## config.mk

```make
export PLATFORM = sky130hd
export DESIGN_NAME = chan_stall_monitor
export DESIGN_NICKNAME = d
export VERILOG_FILES = /design/src/rtl/chan_stall_monitor.sv
export SDC_FILE = /design/constraint.sdc
export NUM_CORES = 1
export LEC_CHECK = 0
export BUFFER_PORTS_ARGS = -buffer_cell sky130_fd_sc_hd__clkbuf_2
export CORE_MARGIN = 2
export CORE_UTILIZATION = 50
export DETAILED_ROUTE_END_ITERATION = 6
export PLACE_DENSITY = 0.78
export RECOVER_POWER = 100
export SLEW_MARGIN = 20
export SYNTH_ARGS = -nofsm -noshare
export SYNTH_HDL_FRONTEND = slang
export SYNTH_SLANG_ARGS = --single-unit
```

## constraint.sdc

```tcl
create_clock -name clk -period 2.23 [get_ports clk]
set_input_delay 0.5575 -clock clk [delete_from_list [all_inputs] [get_ports clk]]
set_output_delay 0.5575 -clock clk [all_outputs]
set_load 0.05 [all_outputs]
```

## src/rtl/chan_stall_monitor.sv

```systemverilog
module chan_stall_monitor #(
  parameter int     CLK_MHZ  = 125,
  parameter longint SHORT_NS = 32000,
  parameter longint LONG_NS  = 500000000
) (
  input  logic clk,
  input  logic rst_n,
  input  logic cfg_share_ctl,
  input  logic cfg_share_poll,
  input  logic op_wait,
  input  logic poll_ind,
  input  logic dev_conn,
  input  logic dev_sel_in,
  input  logic dev_resp,
  input  logic dev_disc,
  input  logic icc_clr,
  output logic icc_flag
);

  localparam longint SHORT_LIM = (SHORT_NS * CLK_MHZ) / 1000;
  localparam longint LONG_LIM  = (LONG_NS * CLK_MHZ) / 1000;
  localparam int     SW = $clog2(SHORT_LIM + 1);
  localparam int     LW = $clog2(LONG_LIM + 1);

  logic          idle_poll, armed, short_run, long_run;
  logic          short_hit, long_hit, expire;
  logic [SW-1:0] short_cnt;
  logic [LW-1:0] long_cnt;

  assign idle_poll = poll_ind & ~op_wait & ~dev_conn & ~dev_sel_in & ~dev_resp & ~dev_disc;
  assign armed     = idle_poll ? cfg_share_poll : (cfg_share_ctl | cfg_share_poll);
  assign short_run = armed & ~dev_conn & (op_wait | idle_poll) & ~dev_sel_in & ~dev_resp;
  assign long_run  = armed & dev_conn & ~dev_resp & ~dev_disc;

  assign short_hit = short_run && (short_cnt == SW'(SHORT_LIM - 1));
  assign long_hit  = long_run && (long_cnt == LW'(LONG_LIM - 1));
  assign expire    = short_hit | long_hit;

  always_ff @(posedge clk or negedge rst_n) begin
    if (!rst_n)                       short_cnt <= '0;
    else if (!short_run || short_hit) short_cnt <= '0;
    else                              short_cnt <= short_cnt + 1'b1;
  end

  always_ff @(posedge clk or negedge rst_n) begin
    if (!rst_n)                     long_cnt <= '0;
    else if (!long_run || long_hit) long_cnt <= '0;
    else                            long_cnt <= long_cnt + 1'b1;
  end

  always_ff @(posedge clk or negedge rst_n) begin
    if (!rst_n)       icc_flag <= 1'b0;
    else if (expire)  icc_flag <= 1'b1;
    else if (icc_clr) icc_flag <= 1'b0;
  end

endmodule


```

# After elaboration in Yosys (flattened, before gate mapping)
# Cells that the tools add are included.
# word_totals
register_bits,39
wordCells,39
# op_classes
addsub,2
eq_ne,2
n_mux,5
bitwise_logic,20
reduce_logical,7
# ops
cell,count
"26-bit by 1-bit adder with 26-bit output, second input constant",1
"26-bit equality test, second input constant",1
26-bit 2-to-1 mux,1
"12-bit by 1-bit adder with 12-bit output, second input constant",1
1-bit bitwise AND,12
"12-bit equality test, second input constant",1
12-bit 2-to-1 mux,1
1-bit NOT,5
1-bit 2-to-1 mux,3
1-bit OR,3
1-bit logical AND,2
1-bit logical NOT,2
1-bit logical OR,2
2-bit nonzero test,1

# Logic depth before layout (Yosys ltp)
# Gate-level depths: netlist of the first run.
# depth
ltp_word,14
mapped_depth,7
depth_no_buf,5

# Worst setup path after synthesis of the first run
# No wires, ideal clock.
# synth_timing
path_kind,register to register
startpoint,reg long_cnt[0]
endpoint,reg long_cnt[24]
setup_ps,77
arrival_time_ps,1696
required_ps,2153
setup_slack_ps,457
stages_incl_launch_ff,8
path_buffers,2
cell_sequence,dfrtp_1 -> ha_1 -> and4_2 -> buf_2 -> nand3_1 -> clkbuf_1 -> or4_1 -> a21oi_1
# synth_via
elab_chain_len,4
elab_cells_between_ends,5
classes_between,add/sub (1); eq/ne (1); mux (1); reduce/logical (2)
# synth_lines
item,line,text
start: declaration,28,logic [LW-1:0] long_cnt;
start signal: assignment,48,else long_cnt <= long_cnt + 1'b1;
branches (longest 3 deep; another with 26-bit by 1-bit adder with 26-bit output),--,
26-bit 2-to-1 mux *,47,else if (!long_run || long_hit) long_cnt <= '0;
# Mark *: on every way between the ends.
# A chain may end at the register's enable or synchronous reset.

# Worst setup path after layout of the first run
# layout_timing
startpoint,reg long_cnt[0]
endpoint,reg long_cnt[22]
# Same word-level chain as after synthesis.

==> summary.txt, run 1 <==
HOLD PATH
--------------------------------------------------------------------------------------
Type of the worst min-delay path                                               reg2reg
Sink of the worst hold path                                               short_cnt[0]
Worst min-delay path startpoint                                           short_cnt[0]
Hold Path Cell Cnt                                                                   1

YOSYS
--------------------------------------------------------------------------------------
Number of nets produced by synthesis                                               224
Synth Area in Simple Gates                                                       28.7%
Cell type contributing the most total cell area after synthesis           sky130_fd_sc_hd__dfrtp_1
Cell with the most instances after synthesis                              sky130_fd_sc_hd__dfrtp_1
Post-Synth Adder-Cell Area                                                       1.25%
Number of distinct standard cells referenced by the synthesized netlist             38
Multiplexer share of the synthesized area                                           0%
Flops & latches, synth                                                              39
Number of synthesized flops with an enable pin                                       0
Share of async-settable or async-resettable flops after synthesis                 100%
Most frequent cells after synthesis                                       sky130_fd_sc_hd__dfrtp_1, sky130_fd_sc_hd__nor2_1, sky130_fd_sc_hd__nand2_1
Mean instance size in the synthesized netlist                               9.49 sq um
Dominant combinational cell family by area after synthesis                simple AND/OR/NAND/NOR gates
Compound-Gate Fraction of Synth Area                                             8.68%
Xor/xnor cell area share of the yosys netlist                                    9.18%
Share of the synthesized area in the top cell type                               48.7%
Synth area leaders                                                        sky130_fd_sc_hd__dfrtp_1, sky130_fd_sc_hd__nor2_1, sky130_fd_sc_hd__xnor2_1, sky130_fd_sc_hd__xor2_1, sky130_fd_sc_hd__a21oi_1
Post-synthesis cell area                                                    2000 sq um
Share of synthesized area occupied by flip-flops and latches                     48.7%
Gate count after technology mapping                                                211
Prevailing post-synth register cell                                       sky130_fd_sc_hd__dfrtp_1
Warnings, synthesis                                                                  0

POWER
--------------------------------------------------------------------------------------
Seq pwr share                                                                    58.5%
Fraction of power consumed by the clock network                                  38.4%
Switching share of power                                                         22.7%
Logic gate share of total power                                                   3.1%
Largest voltage drop on the vdd net                                             271 uV
Internal Pwr Total                                                              938 uW
Ratio of total power to cell area                                          558 nW/um^2
Static leakage                                                             0.000822 uW
Switching power                                                                 275 uW

CRITICAL PATH
--------------------------------------------------------------------------------------
Slowest cell on crit path                                                 sky130_fd_sc_hd__or4_1
Crit path capture type                                                       flip-flop
Capture instance of the worst register-to-register path                   long_cnt[22]
CP Data Required Time                                                          2440 ps
Critical path's top delay family                                          simple AND/OR/NAND/NOR gates
Category of the worst setup path launch point                                flip-flop
Worst setup path class                                                         reg2reg
Top fanout value on the critical path                                               11
Arrival time at the worst endpoint                                             2230 ps
Buf+Inv Stages, Crit Path                                                            0
Slowest stage delay, CP                                                         570 ps
Worst r2r path cells                                                                 5
Register-to-register setup slack                                                210 ps
Launch point of the worst reg-to-reg path                                  long_cnt[0]
Cell-by-cell trace of the critical path                                   ha_1 > and4_2 > nand3_1 > or4_1 > a21oi_1

PLACED DESIGN
--------------------------------------------------------------------------------------
Port Buffers                                                                        11
Half-perimeter wire length of the detailed placement result                    2590 um
RePlAce Congestion                                                               0.733

TIMING
--------------------------------------------------------------------------------------
Worst slew margin relative to its limit                                         -8.94%
Worst-case clock skew                                                          9.11 ps
Hold Worst Slack                                                                485 ps
Min Tclk post-route                                                            2020 ps
Share of the clock period used by the worst path                                 90.4%
Pins over their slew limit                                                          32
Setup repair after global routing missed its margin                              false
Max Fclk                                                                     0.496 GHz
Transition time of the tightest slew-check pin                                 1630 ps
Setup TNS after final layout                                                      0 ps
Final hold violations                                                                0
Number of endpoints failing setup at the final stage                                 0

DIE
--------------------------------------------------------------------------------------
Number of placed I/O pins                                                           12
Die footprint                                                               4530 sq um
Starting density of the core                                                     51.2%
Placement row count                                                                 23
Overall die height                                                             67.3 um
Core Footprint                                                              3910 sq um
Die width                                                                      67.3 um

CLOCK TREE
--------------------------------------------------------------------------------------
Postcts setup bufs                                                                   0
Reg clk slew, reported paths                                                     80 ps
Clock latency of the later-clocked register in the worst-skew pair              290 ps
Quantity of gates resized following cts                                              0
Clock root cell                                                           sky130_fd_sc_hd__clkbuf_8
Clock Sink Count                                                                    39
Number of hold-repair buffers added at the cts stage                                 0
Maximum buffer depth of the clock tree                                               2
Total number of H-tree levels                                                        2
Num CTS Buffers                                                                      5
Clock tree from TritonCTS                                                          yes

FLOW RUN
--------------------------------------------------------------------------------------
Number of maximum-capacitance constraint violations                                  1

GLOBAL ROUTE
--------------------------------------------------------------------------------------
Most heavily used metal layer in global routing                                   met2
Via count of the first global-routing pass                                        1382
Largest net degree at the start of global routing                                   32
First-pass GRT wire length                                                     6200 um
Global-route met1 utilization                                                    25.5%
Number of antenna violations at the first check in global routing                    0
Final global-route overflow total                                                    0
Met3 Track Usage GR                                                              4.50%
Met2 Usage GRT                                                                   28.5%
Overall global routing resource usage                                            18.6%

FINISH
--------------------------------------------------------------------------------------
Growth of design area from synthesis to finish                                   8.49%
Storage element area                                                         976 sq um
Number of inserted filler cells in the final layout                                365
Layout cells sized above 1                                                       10.7%
Multi-input gate area                                                        958 sq um
Diode count                                                                          0
Number of nets in the layout                                                       237

DETAILED ROUTING
--------------------------------------------------------------------------------------
Detailed Route WL                                                              3720 um
Residual antenna-violating net count after detailed routing                          0
DR vias/cell                                                                      5.61
Drt first pass iters                                                                 4
DRT iter0 DRCs                                                                     125
Routed length per placed instance                                              13.5 um
Post-detailed-route DRC marker count                                                 0
Total number of vias                                                              1543

STATUS
--------------------------------------------------------------------------------------
Violated checks                                                           capacitance limit, slew limit
Run status                                                                finished, violations left

-- flip-flops by register name (all words and copies together), names as in the netlist --
name / count
short_cnt: 12
icc_flag: 1
long_cnt: 26
-- cell type report --
type	instances	share of cell area (%)
Clock inverter	2	0.576
Tap cell	50	2.88
Inverter	7	1.21
Timing Repair Buffer	14	2.99
Sequential cell	39	44.9
Clock buffer	6	3.34
Multi-Input combinational cell	157	44.1
-- per-stage QoR --
step | area [sq um] | instances | total power [uW] | util, % | setup WS [ps]
6_report | 2170 | 275 | 1210 | 55.5 | 214
3_5_place_dp | 2100 | 267 | 764 | 53.7 | 255
2_1_floorplan | 2000 | 211 | 735 | - | 457
4_1_cts | 2190 | 275 | 1230 | 55.9 | 233
3_3_place_gp | 2100 | 267 | 764 | 53.7 | 328
5_1_grt | 2170 | 275 | 1270 | 55.5 | 58.0
-- cells by family (layout without fill, tap and decap cells) --
family | count (synthesis) | count (layout)
buf+inv | 15 | 29
fa+ha+maj | 2 | 2
simple gates | 104 | 104
flops | 39 | 39
compound gates | 30 | 30
xor+xnor | 21 | 21
-- how the worst max path moves through the flow --
stage	start	end	slack, ps	cells after the start
detailed placement	long_cnt[0]	long_cnt[22]	260	5
CTS	long_cnt[0]	long_cnt[22]	230	5
floorplan	long_cnt[0]	long_cnt[24]	460	7
finish	long_cnt[0]	long_cnt[22]	210	5
global placement	long_cnt[0]	long_cnt[22]	330	5
global route	long_cnt[0]	long_cnt[22]	60	5
-- routing by layer --
metal	vias up	share of wire (%)
li1	772	-
met1	734	49
met2	31	46
met3	6	3.8
met4	0	1.6
met5	-	0
-- power groups by stage --
| stage | clock network, uW | logic [uW] | registers, uW |
|---|---|---|---|
| finish | 466 | 37.7 | 709 |
| global route | 516 | 43.9 | 709 |
| CTS | 481 | 41.3 | 709 |
| detailed placement | 0 | 41.2 | 723 |
| global placement | 0 | 40.6 | 723 |
| floorplan | 0 | 12.0 | 723 |
-- cells in the final DEF, fill, tap and decap left out, drive strengths merged, types with 2 or more instances in the layout --
| cell | netlist | layout |
|---|---|---|
| dfrtp | 39 | 39 |
| nor2 | 29 | 29 |
| clkbuf | 3 | 20 |
| nand2 | 14 | 14 |
| a21oi | 13 | 13 |
| xnor2 | 11 | 11 |
| nand4 | 10 | 10 |
| xor2 | 10 | 10 |
| nand3 | 10 | 10 |
| o21ai | 8 | 8 |
| inv | 7 | 7 |
| or4 | 7 | 7 |
| o31ai | 6 | 6 |
| or3 | 6 | 6 |
| nor3 | 5 | 5 |
| and4 | 5 | 5 |
| nor4 | 4 | 4 |
| and2 | 2 | 2 |
| and3 | 2 | 2 |
| nor4b | 2 | 2 |
| nor2b | 2 | 2 |
| ha | 2 | 2 |
(Power assumes the default switching activity.)
==> run 2: changes to the inputs <==
--- a/config.mk
+++ b/config.mk
@@ -9,8 +9,9 @@
 export CORE_MARGIN = 2
 export CORE_UTILIZATION = 50
 export DETAILED_ROUTE_END_ITERATION = 6
+export GPL_ROUTABILITY_DRIVEN = 0
+export GPL_TIMING_DRIVEN = 1
 export PLACE_DENSITY = 0.78
-export RECOVER_POWER = 100
 export SLEW_MARGIN = 20
 export SYNTH_ARGS = -nofsm -noshare
 export SYNTH_HDL_FRONTEND = slang
==> run 2 against run 1 <==
Net effect:
- the run now ends clean
- worst hold slack got worse by 150 ps
- sequential cell count stayed put
- combinational power rose by 7.2%
- clock power is essentially flat
- total power rose by 0.40%
- largest cell class unchanged
- sequential power is essentially flat
- first-iteration DRC count decreased by 8.8%
- via count down 0.19%
- worst setup slack better by 7.0 ps
==> summary.txt, run 2 (synthesized netlist as in run 1, its figures left out) <==
STATUS
----------------------------------------------------------------------------------
Run status                                                            finished clean

CRITICAL PATH
----------------------------------------------------------------------------------
Arrival time at the worst endpoint                                         2230 ps   about the same
Top fanout value on the critical path                                           11   unchanged
Cell-by-cell trace of the critical path                               ha_1 > and4_2 > nand3_1 > or4_1 > a21oi_1
Slowest stage delay, CP                                                     570 ps   about the same
Launch point of the worst reg-to-reg path                              long_cnt[0]
End of the critical path                                              long_cnt[22]
Slowest cell on crit path                                             sky130_fd_sc_hd__or4_1
CP Data Required Time                                                      2450 ps   about the same
Register-to-register setup slack                                            220 ps   about the same
Capture instance of the worst register-to-register path               long_cnt[22]
Beginning of the critical path                                         long_cnt[0]
Worst setup path class                                                     reg2reg
Worst r2r path cells                                                             5   unchanged
Crit path capture type                                                   flip-flop
Category of the worst setup path launch point                            flip-flop

FINISH
----------------------------------------------------------------------------------
Number of inserted filler cells in the final layout                            361   -1.1%
Finished Cell Area                                                      2190 sq um   +0.58%
Flip-flop count of the largest register, all copies and words added             26   unchanged
Number of nets in the layout                                                   237   unchanged
Commonest cells after routing, fill and taps aside                    sky130_fd_sc_hd__dfrtp_1, sky130_fd_sc_hd__nor2_1, sky130_fd_sc_hd__nand2_1
Multi-input gate area                                                    958 sq um   unchanged
Largest registers                                                     long_cnt: 26 flops, short_cnt: 12 flops, icc_flag: 1 flops
Register ranked first by flip-flop count                                  long_cnt
Diode count                                                                      0   unchanged
Layout cells sized above 1                                                   12.9%   +2.2 points
Storage element area                                                     976 sq um   unchanged
Growth of design area from synthesis to finish                               9.12%
Most common cell after layout, fill and taps aside                    sky130_fd_sc_hd__dfrtp_1

TIMING
----------------------------------------------------------------------------------
Setup repair after global routing missed its margin                          false
Worst slew margin relative to its limit                                      48.4%   +57 points
Final hold violations                                                            0   unchanged
Share of the clock period used by the worst path                             90.1%   -0.31 points
Worst-case clock skew                                                      9.27 ps   +0.155 ps
Hold Worst Slack                                                            330 ps   -155 ps
Max Fclk                                                                 0.498 GHz   +0.35%
Number of endpoints failing setup at the final stage                             0   unchanged
Post-layout worst setup margin                                              221 ps   +6.98 ps
Pins over their slew limit                                                       0   -100%
Min Tclk post-route                                                        2010 ps   -6.98 ps
Transition time of the tightest slew-check pin                              774 ps   -860 ps
Setup TNS after final layout                                                  0 ps   unchanged

CLOCK TREE
----------------------------------------------------------------------------------
Quantity of gates resized following cts                                          0   unchanged
Clock tree from TritonCTS                                                      yes
Total number of H-tree levels                                                    2   unchanged
Clock root cell                                                       sky130_fd_sc_hd__clkbuf_8
Postcts setup bufs                                                               0   unchanged
Maximum buffer depth of the clock tree                                           2   unchanged
Number of hold-repair buffers added at the cts stage                             0   unchanged
Num CTS Buffers                                                                  5   unchanged
Reg clk slew, reported paths                                                 80 ps   about the same
Clock latency of the later-clocked register in the worst-skew pair          290 ps   about the same
Clock Sink Count                                                                39   unchanged

DETAILED ROUTING
----------------------------------------------------------------------------------
Post-detailed-route DRC marker count                                             0   unchanged
Routed length per placed instance                                          13.6 um   +0.54%
DRT iter0 DRCs                                                                 114   -8.8%
Residual antenna-violating net count after detailed routing                      0   unchanged
Drt first pass iters                                                             4   unchanged
Total number of vias                                                          1540   -0.19%
Detailed Route WL                                                          3740 um   +0.54%
DR vias/cell                                                                  5.60   -0.19%

HOLD PATH
----------------------------------------------------------------------------------
Type of the worst min-delay path                                          in2async

POWER
----------------------------------------------------------------------------------
Static leakage                                                         0.000837 uW   +1.8%
Largest voltage drop on the vdd net                                         275 uV   +1.1%
Ratio of total power to cell area                                      557 nW/um^2   -0.18%

DIE
----------------------------------------------------------------------------------
Number of placed I/O pins                                                       12   unchanged
Core Footprint                                                          3910 sq um   unchanged
Overall die height                                                         67.3 um   unchanged
Die width                                                                  67.3 um   unchanged
Die footprint                                                           4530 sq um   unchanged
Starting density of the core                                                 51.2%   unchanged
Placement row count                                                             23   unchanged

GLOBAL ROUTE
----------------------------------------------------------------------------------
Overall global routing resource usage                                        18.6%   unchanged
Largest net degree at the start of global routing                               32   unchanged
Number of antenna violations at the first check in global routing                0   unchanged
Via count of the first global-routing pass                                    1382   unchanged
Final global-route overflow total                                                0   unchanged
First-pass GRT wire length                                                 6200 um   unchanged

FLOW RUN
----------------------------------------------------------------------------------
Number of maximum-capacitance constraint violations                              0   -1

PLACED DESIGN
----------------------------------------------------------------------------------
Worst slack, placed                                                         255 ps   unchanged
Placed inst area                                                        2100 sq um   unchanged
Port Buffers                                                                    11   unchanged
Half-perimeter wire length of the detailed placement result                2590 um   unchanged

-- run 2: final cells by class --
| cell class | count | area share (%) |
|---|---|---|
| clock buffer | 6 | 3.32 |
| clock inverter | 2 | 0.572 |
| inverter | 7 | 1.20 |
| multi-input combinational | 157 | 43.8 |
| sequential | 39 | 44.6 |
| tap | 50 | 2.86 |
| timing repair buffer | 14 | 3.55 |
-- run 2: stage by stage --
| stage | cells | total power (uW) | utilization [%] |
|---|---|---|---|
| after floorplan | 211 | 735 | - |
| after global placement | 267 | 764 | 53.7 |
| after detailed placement | 267 | 764 | 53.7 |
| after CTS | 275 | 1230 | 55.9 |
| after global routing | 275 | 1270 | 55.9 |
| final | 275 | 1220 | 55.9 |
-- run 2: worst min-delay path by stage --
stage | startpoint | endpoint | slack, ps | cells after the start
after floorplan | rst_n | icc_flag | 260 | 0
after global placement | long_cnt[0] | long_cnt[0] | 470 | 1
after detailed placement | long_cnt[0] | long_cnt[0] | 480 | 1
after CTS | rst_n | long_cnt[14] | 340 | 1
after global routing | rst_n | short_cnt[6] | 380 | 1
final | rst_n | short_cnt[8] | 330 | 1
-- run 2: power by group --
group	switching (uW)	internal [uW]	total (uW)
Sequential	1.22	708	709
Clock	249	219	468
Combinational	27.1	13.3	40.4
-- run 2: layer usage --
layer,share of wire [%],up-vias,global-route usage [%]
met1,50,730,25.5
met4,1.6,0,7.65
li1,-,773,-
met3,4.3,6,4.50
met2,44,31,28.5
met5,0,-,0
-- run 2: critical path, delay by kind of cell (launching register included) --
family                     cells  cell delay, ps
DFF                            1             390
AOI/OAI and AO/OA              1             150
adders and majority gates      1             220
and+or+nand+nor                3            1190
==> run 3: changes to the inputs <==
--- a/config.mk
+++ b/config.mk
@@ -11,7 +11,7 @@
 export DETAILED_ROUTE_END_ITERATION = 6
 export GPL_ROUTABILITY_DRIVEN = 0
 export GPL_TIMING_DRIVEN = 1
-export PLACE_DENSITY = 0.78
+export PLACE_DENSITY = 0.79
 export SLEW_MARGIN = 20
 export SYNTH_ARGS = -nofsm -noshare
 export SYNTH_HDL_FRONTEND = slang
==> run 3 against run 2 <==
Net effect:
- sequential power barely moved
- non-clock buffer count did not move
- clock-buffer cell count rose by 1
- combinational power fell by 2%
- register-to-register slack got worse by 30 ps
- total power fell by 1.7%
- highest routed layer unchanged
- critical path depth did not move
- worst setup slack got worse by 30 ps
- sequential cell count did not move
- clock skew fell by 4.8 ps
- utilization fell by 0.096 points
==> summary.txt, run 3 (synthesized netlist as in run 1, its figures left out) <==
CRITICAL PATH
----------------------------------------------------------------------------------
Register-to-register setup slack                                            190 ps   -30 ps
CP Data Required Time                                                      2450 ps   about the same
Worst setup path class                                                     reg2reg
Slowest stage delay, CP                                                     570 ps   about the same
Slowest cell on crit path                                             sky130_fd_sc_hd__or4_1
Cell-by-cell trace of the critical path                               ha_1 > and4_2 > nand3_1 > or4_1 > a21oi_1
Arrival time at the worst endpoint                                         2260 ps   +30 ps
Category of the worst setup path launch point                            flip-flop
Top fanout value on the critical path                                           11   unchanged
Crit path capture type                                                   flip-flop

CLOCK TREE
----------------------------------------------------------------------------------
Quantity of gates resized following cts                                          0   unchanged
Num CTS Buffers                                                                  5   unchanged
Clock tree from TritonCTS                                                      yes
Clock Sink Count                                                                39   unchanged
Maximum buffer depth of the clock tree                                           2   unchanged
Total number of H-tree levels                                                    2   unchanged
Postcts setup bufs                                                               0   unchanged
Clock latency of the later-clocked register in the worst-skew pair          290 ps   about the same
Clock root cell                                                       sky130_fd_sc_hd__clkbuf_8
Reg clk slew, reported paths                                                 70 ps   about the same
Number of hold-repair buffers added at the cts stage                             0   unchanged

GLOBAL ROUTE
----------------------------------------------------------------------------------
Largest net degree at the start of global routing                               29   -9.4%
Number of antenna violations at the first check in global routing                0   unchanged
Final global-route overflow total                                                0   unchanged
Via count of the first global-routing pass                                    1414   +2.3%
First-pass GRT wire length                                                 6350 um   +2.4%
Overall global routing resource usage                                        18.9%   +0.25 points

DIE
----------------------------------------------------------------------------------
Die footprint                                                           4530 sq um   unchanged
Core Footprint                                                          3910 sq um   unchanged
Starting density of the core                                                 51.2%   unchanged
Placement row count                                                             23   unchanged
Overall die height                                                         67.3 um   unchanged
Die width                                                                  67.3 um   unchanged
Number of placed I/O pins                                                       12   unchanged

FINISH
----------------------------------------------------------------------------------
Number of inserted filler cells in the final layout                            369   +2.2%
Layout cells sized above 1                                                   12.4%   -0.44 points
Diode count                                                                      0   unchanged
Finished Cell Area                                                      2180 sq um   -0.17%
Number of nets in the layout                                                   237   unchanged
Largest registers                                                     long_cnt: 26 flops, short_cnt: 12 flops, icc_flag: 1 flops
Commonest cells after routing, fill and taps aside                    sky130_fd_sc_hd__dfrtp_1, sky130_fd_sc_hd__nor2_1, sky130_fd_sc_hd__nand2_1
Flip-flop count of the largest register, all copies and words added             26   unchanged
Growth of design area from synthesis to finish                               8.93%
Most common cell after layout, fill and taps aside                    sky130_fd_sc_hd__dfrtp_1
Register ranked first by flip-flop count                                  long_cnt

DETAILED ROUTING
----------------------------------------------------------------------------------
DRT iter0 DRCs                                                                 138   +21%
Drt first pass iters                                                             4   unchanged
DR vias/cell                                                                  5.64   +0.71%
Detailed Route WL                                                          3680 um   -1.6%
Total number of vias                                                          1551   +0.71%
Routed length per placed instance                                          13.4 um   -1.6%
Residual antenna-violating net count after detailed routing                      0   unchanged
Post-detailed-route DRC marker count                                             0   unchanged

HOLD PATH
----------------------------------------------------------------------------------
Type of the worst min-delay path                                          in2async

PLACED DESIGN
----------------------------------------------------------------------------------
Half-perimeter wire length of the detailed placement result                2630 um   +1.7%
Port Buffers                                                                    11   unchanged
Placed inst area                                                        2100 sq um   unchanged

TIMING
----------------------------------------------------------------------------------
Worst-case clock skew                                                      4.47 ps   -4.80 ps
Share of the clock period used by the worst path                             91.4%   +1.4 points
Worst slew margin relative to its limit                                      55.6%   +7.2 points
Pins over their slew limit                                                       0   unchanged
Final hold violations                                                            0   unchanged
Setup repair after global routing missed its margin                          false
Hold Worst Slack                                                            284 ps   -46.0 ps
Min Tclk post-route                                                        2040 ps   +30.2 ps
Transition time of the tightest slew-check pin                              666 ps   -108 ps
Setup TNS after final layout                                                  0 ps   unchanged
Number of endpoints failing setup at the final stage                             0   unchanged
Max Fclk                                                                 0.490 GHz   -1.5%

POWER
----------------------------------------------------------------------------------
Static leakage                                                         0.000838 uW   +0.12%
Ratio of total power to cell area                                      548 nW/um^2   -1.5%
Largest voltage drop on the vdd net                                         325 uV   +18%
Overall power after layout                                                 1200 uW   -1.7%

FLOW RUN
----------------------------------------------------------------------------------
Number of maximum-capacitance constraint violations                              0   unchanged

STATUS
----------------------------------------------------------------------------------
Run status                                                            finished clean

run 3: cell count changes in the layout (fill, tap and decap cells not counted), sizes merged:
cell | before | now
clkbuf | 17 | 18
clkinvlp | 1 | 0
run 3: area by class of cell:
class                           instances  area (sq um)  area share (%)
Tap cell                               50          62.6            2.87
Sequential cell                        39           976            44.7
Clock buffer                            7          76.3            3.50
Timing Repair Buffer                   14          77.6            3.56
Multi-Input combinational cell        157           958            43.9
Inverter                                7          26.3            1.20
Clock inverter                          1          5.00           0.229
run 3: worst paths after layout:
path | cells past startpoint | to | from
setup / recovery | 5 | long_cnt[22] | long_cnt[0]
hold / removal | 1 | short_cnt[11] | rst_n
setup reg to reg | 5 | long_cnt[22] | long_cnt[0]
hold reg to reg | 1 | short_cnt[0] | short_cnt[0]
max in group asynchronous | 2 | long_cnt[5] | rst_n
min in group clk | 1 | short_cnt[0] | short_cnt[0]
run 3: through the flow:
step                utilization (%)  worst slack, ps  std cells
floorplan                         -              457        211
global placement               53.7              317        267
detailed placement             53.7              208        267
CTS                            55.8              212        275
global route                   55.8             49.6        275
finish                         55.8              191        275
run 3: routing by layer:
metal,up-vias,part of all wire [%],track usage [%]
li1,781,-,-
met1,724,48,24.5
met2,41,46,30.3
met3,5,4.6,5.00
met4,0,1.5,7.14
met5,-,0,0
run 3: power breakdown:
group	switching, uW	internal (uW)	total (uW)
combinational	26.2	13.3	39.5
clock	228	219	447
sequential	1.28	708	710
total	256	941	1200
run 3: critical path, delay by kind of cell (launching register included):
family	cells	cell delay, ps
adders and majority gates	1	210
and+or+nand+nor	3	1200
DFF	1	400
AOI/OAI and AO/OA	1	150
